==> config.mk <==
export PLATFORM = sky130hd
export DESIGN_NAME = scan_tap_ctrl
export DESIGN_NICKNAME = d
export VERILOG_FILES = /design/src/rtl/scan_tap_pkg.sv /design/src/rtl/tap_fsm.sv /design/src/rtl/tap_ir.sv /design/src/rtl/tap_bsr.sv /design/src/rtl/scan_tap_ctrl.sv
export SDC_FILE = /design/constraint.sdc
export NUM_CORES = 1
export LEC_CHECK = 0
export ABC_AREA = 1
export BUFFER_PORTS_ARGS = -buffer_cell sky130_fd_sc_hd__buf_2
export CORE_MARGIN = 2
export CORE_UTILIZATION = 40
export DETAILED_ROUTE_END_ITERATION = 7
export HOLD_SLACK_MARGIN = 0.05
export RECOVER_POWER = 50
export SLEW_MARGIN = 10
export SYNTH_ARGS = -nofsm -noshare
export SYNTH_HDL_FRONTEND = slang
export SYNTH_HIERARCHICAL = 1
export SYNTH_SLANG_ARGS = --single-unit
export TNS_END_PERCENT = 5
==> constraint.sdc <==
create_clock -name tck -period 1.4 [get_ports tck]
set_input_delay 0.14 -clock tck [delete_from_list [all_inputs] [get_ports tck]]
set_output_delay 0.14 -clock tck [all_outputs]
set_load 0.05 [all_outputs]
==> src/rtl/scan_tap_pkg.sv <==
package scan_tap_pkg;

    localparam int IR_W = 3;

    localparam logic [IR_W-1:0] OP_DRIVE  = 3'b000;
    localparam logic [IR_W-1:0] OP_SAMPLE = 3'b001;
    localparam logic [IR_W-1:0] OP_OFF    = 3'b101;
    localparam logic [IR_W-1:0] OP_HOLD   = 3'b110;
    localparam logic [IR_W-1:0] OP_BYPASS = 3'b111;
    localparam logic [IR_W-1:0] IR_CAPTURE_PATTERN = 3'b001;

    typedef enum logic [3:0] {
        TLR, RTI,
        SEL_DR, CAP_DR, SH_DR, EX1_DR, PAU_DR, EX2_DR, UPD_DR,
        SEL_IR, CAP_IR, SH_IR, EX1_IR, PAU_IR, EX2_IR, UPD_IR
    } tap_state_e;

    typedef struct packed {
        logic sel_bsr;    // chain is the data register
        logic drive_bsr;  // pads take the update latch
        logic pins_off;   // output drivers disabled
    } op_ctl_t;

    function automatic op_ctl_t decode_op(logic [IR_W-1:0] op);
        op_ctl_t c;
        c = '0;
        unique case (op)
            OP_DRIVE:  begin c.sel_bsr = 1'b1; c.drive_bsr = 1'b1; end
            OP_SAMPLE: c.sel_bsr = 1'b1;
            OP_OFF:    c.pins_off = 1'b1;
            OP_HOLD:   c.drive_bsr = 1'b1;
            default:   c = '0; // 111 and unassigned codes: bypass
        endcase
        return c;
    endfunction

endpackage

==> src/rtl/tap_fsm.sv <==
module tap_fsm
    import scan_tap_pkg::*;
(
    input  logic       tck,
    input  logic       por_n,
    input  logic       tms,
    output tap_state_e state,
    output logic       in_tlr,
    output logic       cap_dr,
    output logic       sh_dr,
    output logic       upd_dr,
    output logic       cap_ir,
    output logic       sh_ir,
    output logic       upd_ir
);

    tap_state_e nxt;

    always_comb begin
        nxt = state;
        unique case (state)
            TLR:    nxt = tms ? TLR    : RTI;
            RTI:    nxt = tms ? SEL_DR : RTI;
            SEL_DR: nxt = tms ? SEL_IR : CAP_DR;
            CAP_DR: nxt = tms ? EX1_DR : SH_DR;
            SH_DR:  nxt = tms ? EX1_DR : SH_DR;
            EX1_DR: nxt = tms ? UPD_DR : PAU_DR;
            PAU_DR: nxt = tms ? EX2_DR : PAU_DR;
            EX2_DR: nxt = tms ? UPD_DR : SH_DR;
            UPD_DR: nxt = tms ? SEL_DR : RTI;
            SEL_IR: nxt = tms ? TLR    : CAP_IR;
            CAP_IR: nxt = tms ? EX1_IR : SH_IR;
            SH_IR:  nxt = tms ? EX1_IR : SH_IR;
            EX1_IR: nxt = tms ? UPD_IR : PAU_IR;
            PAU_IR: nxt = tms ? EX2_IR : PAU_IR;
            EX2_IR: nxt = tms ? UPD_IR : SH_IR;
            UPD_IR: nxt = tms ? SEL_DR : RTI;
        endcase
    end

    always_ff @(posedge tck or negedge por_n) begin
        if (!por_n) state <= TLR;
        else        state <= nxt;
    end

    always_comb begin
        in_tlr = (state == TLR);
        cap_dr = (state == CAP_DR);
        sh_dr  = (state == SH_DR);
        upd_dr = (state == UPD_DR);
        cap_ir = (state == CAP_IR);
        sh_ir  = (state == SH_IR);
        upd_ir = (state == UPD_IR);
    end

endmodule

==> src/rtl/tap_ir.sv <==
module tap_ir
    import scan_tap_pkg::*;
(
    input  logic            tck,
    input  logic            por_n,
    input  logic            tdi,
    input  logic            in_tlr,
    input  logic            cap_ir,
    input  logic            sh_ir,
    input  logic            upd_ir,
    output logic            ir_so,
    output logic [IR_W-1:0] ir_op
);

    logic [IR_W-1:0] shreg;

    always_ff @(posedge tck or negedge por_n) begin
        if (!por_n)      shreg <= IR_CAPTURE_PATTERN;
        else if (cap_ir) shreg <= IR_CAPTURE_PATTERN;
        else if (sh_ir)  shreg <= {tdi, shreg[IR_W-1:1]};
    end

    always_ff @(negedge tck or negedge por_n) begin
        if (!por_n)      ir_op <= OP_BYPASS;
        else if (in_tlr) ir_op <= OP_BYPASS;
        else if (upd_ir) ir_op <= shreg;
    end

    assign ir_so = shreg[0];

endmodule

==> src/rtl/tap_bsr.sv <==
module tap_bsr #(
    parameter int NIN  = 4,
    parameter int NOUT = 4
) (
    input  logic             tck,
    input  logic             por_n,
    input  logic             tdi,
    input  logic             sel,
    input  logic             cap_dr,
    input  logic             sh_dr,
    input  logic             upd_dr,
    input  logic [NIN-1:0]   pin_in,
    input  logic [NOUT-1:0]  core_out,
    output logic             bsr_so,
    output logic [NOUT-1:0]  hold_out
);

    localparam int LEN = NIN + NOUT;

    logic [LEN-1:0] chain;
    logic [LEN-1:0] latch;
    logic [LEN-1:0] cap_val;
    logic [LEN-1:0] shift_src;

    assign cap_val = {core_out, pin_in};

    genvar i;
    generate
        for (i = 0; i < LEN; i++) begin : g_cell
            if (i == LEN - 1) begin : g_last
                assign shift_src[i] = tdi;
            end else begin : g_mid
                assign shift_src[i] = chain[i+1];
            end

            always_ff @(posedge tck or negedge por_n) begin
                if (!por_n)                chain[i] <= 1'b0;
                else if (sel && cap_dr)    chain[i] <= cap_val[i];
                else if (sel && sh_dr)     chain[i] <= shift_src[i];
            end

            always_ff @(negedge tck or negedge por_n) begin
                if (!por_n)                latch[i] <= 1'b0;
                else if (sel && upd_dr)    latch[i] <= chain[i];
            end
        end
    endgenerate

    assign bsr_so   = chain[0];
    assign hold_out = latch[LEN-1:NIN];

endmodule

==> src/rtl/scan_tap_ctrl.sv <==
module scan_tap_ctrl
    import scan_tap_pkg::*;
#(
    parameter int NIN  = 4,
    parameter int NOUT = 4
) (
    input  logic            tck,
    input  logic            por_n,
    input  logic            tms,
    input  logic            tdi,
    output logic            tdo,
    output logic            tdo_oe,
    input  logic [NIN-1:0]  pin_in,
    input  logic [NOUT-1:0] core_out,
    input  logic            core_oe,
    output logic [NOUT-1:0] pad_out,
    output logic            pad_oe,
    output logic            drive_bsr,
    output logic            pins_off
);

    tap_state_e      state;
    logic            in_tlr, cap_dr, sh_dr, upd_dr, cap_ir, sh_ir, upd_ir;
    logic            ir_so, bsr_so, byp;
    logic [IR_W-1:0] ir_op;
    logic [NOUT-1:0] hold_out;
    op_ctl_t         ctl;
    logic            sel_bsr;

    tap_fsm u_fsm (
        .tck(tck), .por_n(por_n), .tms(tms), .state(state),
        .in_tlr(in_tlr), .cap_dr(cap_dr), .sh_dr(sh_dr), .upd_dr(upd_dr),
        .cap_ir(cap_ir), .sh_ir(sh_ir), .upd_ir(upd_ir)
    );

    tap_ir u_ir (
        .tck(tck), .por_n(por_n), .tdi(tdi), .in_tlr(in_tlr),
        .cap_ir(cap_ir), .sh_ir(sh_ir), .upd_ir(upd_ir),
        .ir_so(ir_so), .ir_op(ir_op)
    );

    assign ctl       = decode_op(ir_op);
    assign sel_bsr   = ctl.sel_bsr;
    assign drive_bsr = ctl.drive_bsr;
    assign pins_off  = ctl.pins_off;

    tap_bsr #(.NIN(NIN), .NOUT(NOUT)) u_bsr (
        .tck(tck), .por_n(por_n), .tdi(tdi), .sel(sel_bsr),
        .cap_dr(cap_dr), .sh_dr(sh_dr), .upd_dr(upd_dr),
        .pin_in(pin_in), .core_out(core_out),
        .bsr_so(bsr_so), .hold_out(hold_out)
    );

    // one-bit bypass stage
    always_ff @(posedge tck or negedge por_n) begin
        if (!por_n)      byp <= 1'b0;
        else if (cap_dr) byp <= 1'b0;
        else if (sh_dr)  byp <= tdi;
    end

    // serial output retimed to the falling edge
    always_ff @(negedge tck or negedge por_n) begin
        if (!por_n) begin
            tdo    <= 1'b0;
            tdo_oe <= 1'b0;
        end else begin
            tdo_oe <= sh_dr | sh_ir;
            tdo    <= sh_ir ? ir_so : (sel_bsr ? bsr_so : byp);
        end
    end

    genvar k;
    generate
        for (k = 0; k < NOUT; k++) begin : g_pad
            assign pad_out[k] = drive_bsr ? hold_out[k] : core_out[k];
        end
    endgenerate

    assign pad_oe = pins_off ? 1'b0 : (drive_bsr ? 1'b1 : core_oe);

endmodule

==> summary.md <==
| Metric | Value |
|---|---|
| Cells taking the most area after synthesis | dfrtp_1 24%, nand2_1 19%, nand3_1 14% |
| Area grow syn2layout | 49.1% |
| Placed Cells | 317 |
| Synth Area per Inst | roughly 7.1 um2 |
| Area after DPL | 0.00202 mm2 |
| Via-to-Cell Ratio | between 4 and 5 |
| Fin cells | 327 |
| Setup crit start kind | flip-flop |
| Routed wire per std cell | around 12 um |
| Synth area leader | dfrtp_1 |
| Die height | 65.9 um |
| CP cell instances | inv_4, nand3_4, nand3_2, nand2_4, buf_8 |
| Nets | 293 |
| TritonCTS clock tree | built |
| Setup total negative slack | -16.43 ns |
| Worst endpoint data arrival time | 2.15 ns |
| Setup CP Type | reg -> out |
| Max Slew Vio Count | 0 |
| Commonest cells after routing, fill and taps aside | 73 x nand2_1, 37 x buf_4, 29 x nand3_1 |
| GRT Total Usage | 0.207 |
| Library cells used by synthesis | 23 |
| Hold Path Class | in -> reg |
| Antenna viol nets, final | 0 |
| Final WL | 3.89 mm |
| CTS root buf | clkbuf_8 |
| Mapped Nets | roughly 230 |
| DRC viols | 0 |
| Max Cap Violations | 0 |
| Via count | 1562 |
| Sequential fraction of the synthesis area | 0.411 |
| Clock buffer depth | 2 |
| Outcome | finished with violations |
| VDD IR max | 791 uV |
| Hold_sp | pin_in[0] |
| Initial Util | 0.419 |
| DRT iter0 DRCs | 55 |
| Placed wire-length estimate after detailed placement | 2.84 mm |
| Vias in the first global route | about 1.6k |
| Synth top area share | 0.245 |
| Clock skew | 0.0701 ns |
| #FFs+latches synth | 25 |
| Synthesized area | around 0.0015 mm2 |
| DRT Pass-1 Iters | 4 |
| Crit path buf inv count | 2 |
| Violated checks | setup timing |
| Number of antenna diodes | 0 |
| Worst hold slack | between 0.1 and 0.15 ns |
| Initial antenna violation count | 0 |
| Final Hold Fails | 0 |
| Fraction of layout cells with a size suffix above 1 | 0.416 |
| Crit-path max FO | 6 |
| Worst Path Required | 1.26 ns |
| # H-tree levels | 1 |
| Largest net degree at the start of global routing | 18 |
| Final worst slack | -0.892 ns |
| First-pass GRT wire length | 6.97 mm |
| CTS buffer count | 3 |
| Critical path's largest stage delay | 0.59 ns |
| Power Density | 2290 mW/mm2 |
| Unrepaired setup endpoints after global routing | true |
| Buffers added on ports | 21 |
| Final Wtd Congestion | 0.883 |
| Most common cell after layout, fill and taps aside | nand2_1 |
| Io pins | 22 |
| Syn Inst Count | 215 |
| CP Capture Type | primary output |
| Die area | ~0.0043 mm2 |
| Max_slew headroom | 0.548 |
| Yosys warnings | 6 |
| Final count of negative-setup-slack endpoints | 35 |
| Core ar. | 0.00366 mm2 |
| Clock sink count | 25 |
| Gr ovfl total | 0 |
| Worst-path clk slew | 0.09 ns |
| Leakage Power | 1.22 nW |
| FF-to-FF Start | u_ir/ir_op[1] |
| Final instance area | 0.00229 mm2 |
| Worst-Margin Slew | 0.678 ns |
| Die width | 65.9 um |
| Clock insertion delay at the later pin of the skew report | 0.33 ns |
| CP delay by family, top | flip-flops |
| Fillcell total | 338 |
| Slowest CP cell | dfstp_2 |
| Number of placement rows | 22 |
| Worst Setup SP | u_ir/ir_op[1] |
==> sequential cells by signal (all words and copies together), names as in the netlist <==
signal / count
u_bsr/chain: 7
u_bsr/hold_out: 4
u_fsm/state: 4
u_ir/ir_op: 3
u_ir/shreg: 3
byp: 1
tdo: 1
tdo_oe: 1
u_bsr/bsr_so: 1
==> worst reg2reg max path, cell delays in order (launching register included) <==
cell and delay [ns]:
dfstp_2 0.59, buf_4 0.14, nor2_2 0.04, buf_12 0.15, nand2_8 0.14, nand2_8 0.08
nand2_1 0.07, nand2_1 0.05
==> worst paths after layout <==
kind	to	slack, ns	cells after the start
worst max-delay path	pad_out[2]	-0.89	5
worst min-delay path	u_bsr/bsr_so	0.13	3
worst max register to register	u_bsr/chain[3]	-0.73	7
worst min register to register	u_ir/shreg[0]	0.49	2
max in group asynchronous	u_ir/ir_op[0]	-0.06	2
min in group asynchronous	u_fsm/state[3]	0.81	3
==> where the power goes <==
group          total (W)  internal [W]  switching, W
registers        0.00140       0.00111      0.000284
clock network   0.000457      0.000207      0.000250
logic            0.00339       0.00150       0.00189
==> logic make-up (layout without fill, tap and decap cells) <==
group	Yosys count	after routing	synth area share
compound gates	10	10	0.0343
buf+inv	27	91	0.0906
flops	25	25	0.411
simple gates	153	153	0.464
==> cell usage after synthesis, drive strengths merged <==
cell,instances
nand2,88
nand3,45
inv,21
dfrtp,15
nor2,14
a21oi,6
buf,6
dfrtn,6
dfstp,4
nor3,4
o21ai,3
nand3b,1
nand4,1
o21bai,1
==> repair_timing <==
item                                    CTS  global route
cloned                                    0             0
pin swaps                                 4             1
setup buffers                             3             0
endpoints found under the setup margin   27            29
hold buffers                              1             0
gates resized for setup                  41             5
endpoints found under the hold margin     3             0
==> final cells by class <==
cell class | count | area [um2] | area share
Multi-Input combinational cell | 163 | 943 | 0.413
Clock buffer | 3 | 41.3 | 0.0181
Sequential cell | 25 | 631 | 0.276
Timing Repair Buffer | 64 | 518 | 0.227
Tap cell | 48 | 60.1 | 0.0263
Inverter | 20 | 77.6 | 0.0339
Clock inverter | 4 | 15.0 | 0.00657
==> stage by stage <==
stage	util	setup WS, ns	total power [W]
floorplan	-	-0.491	0.00326
finish	0.624	-0.892	0.00524
CTS	0.621	-0.877	0.00519
detailed placement	0.552	-0.691	0.00423
global placement	0.552	-0.641	0.00420
global route	0.624	-0.955	0.00567
==> per-layer routing <==
metal,track usage,up-vias,wire [um]
li1,-,814,-
met1,0.265,715,1820
met2,0.366,31,1920
met3,0.0256,2,120
met4,0.0573,0,26
met5,0,-,0
No activity file was read; power rests on OpenSTA's default activity.
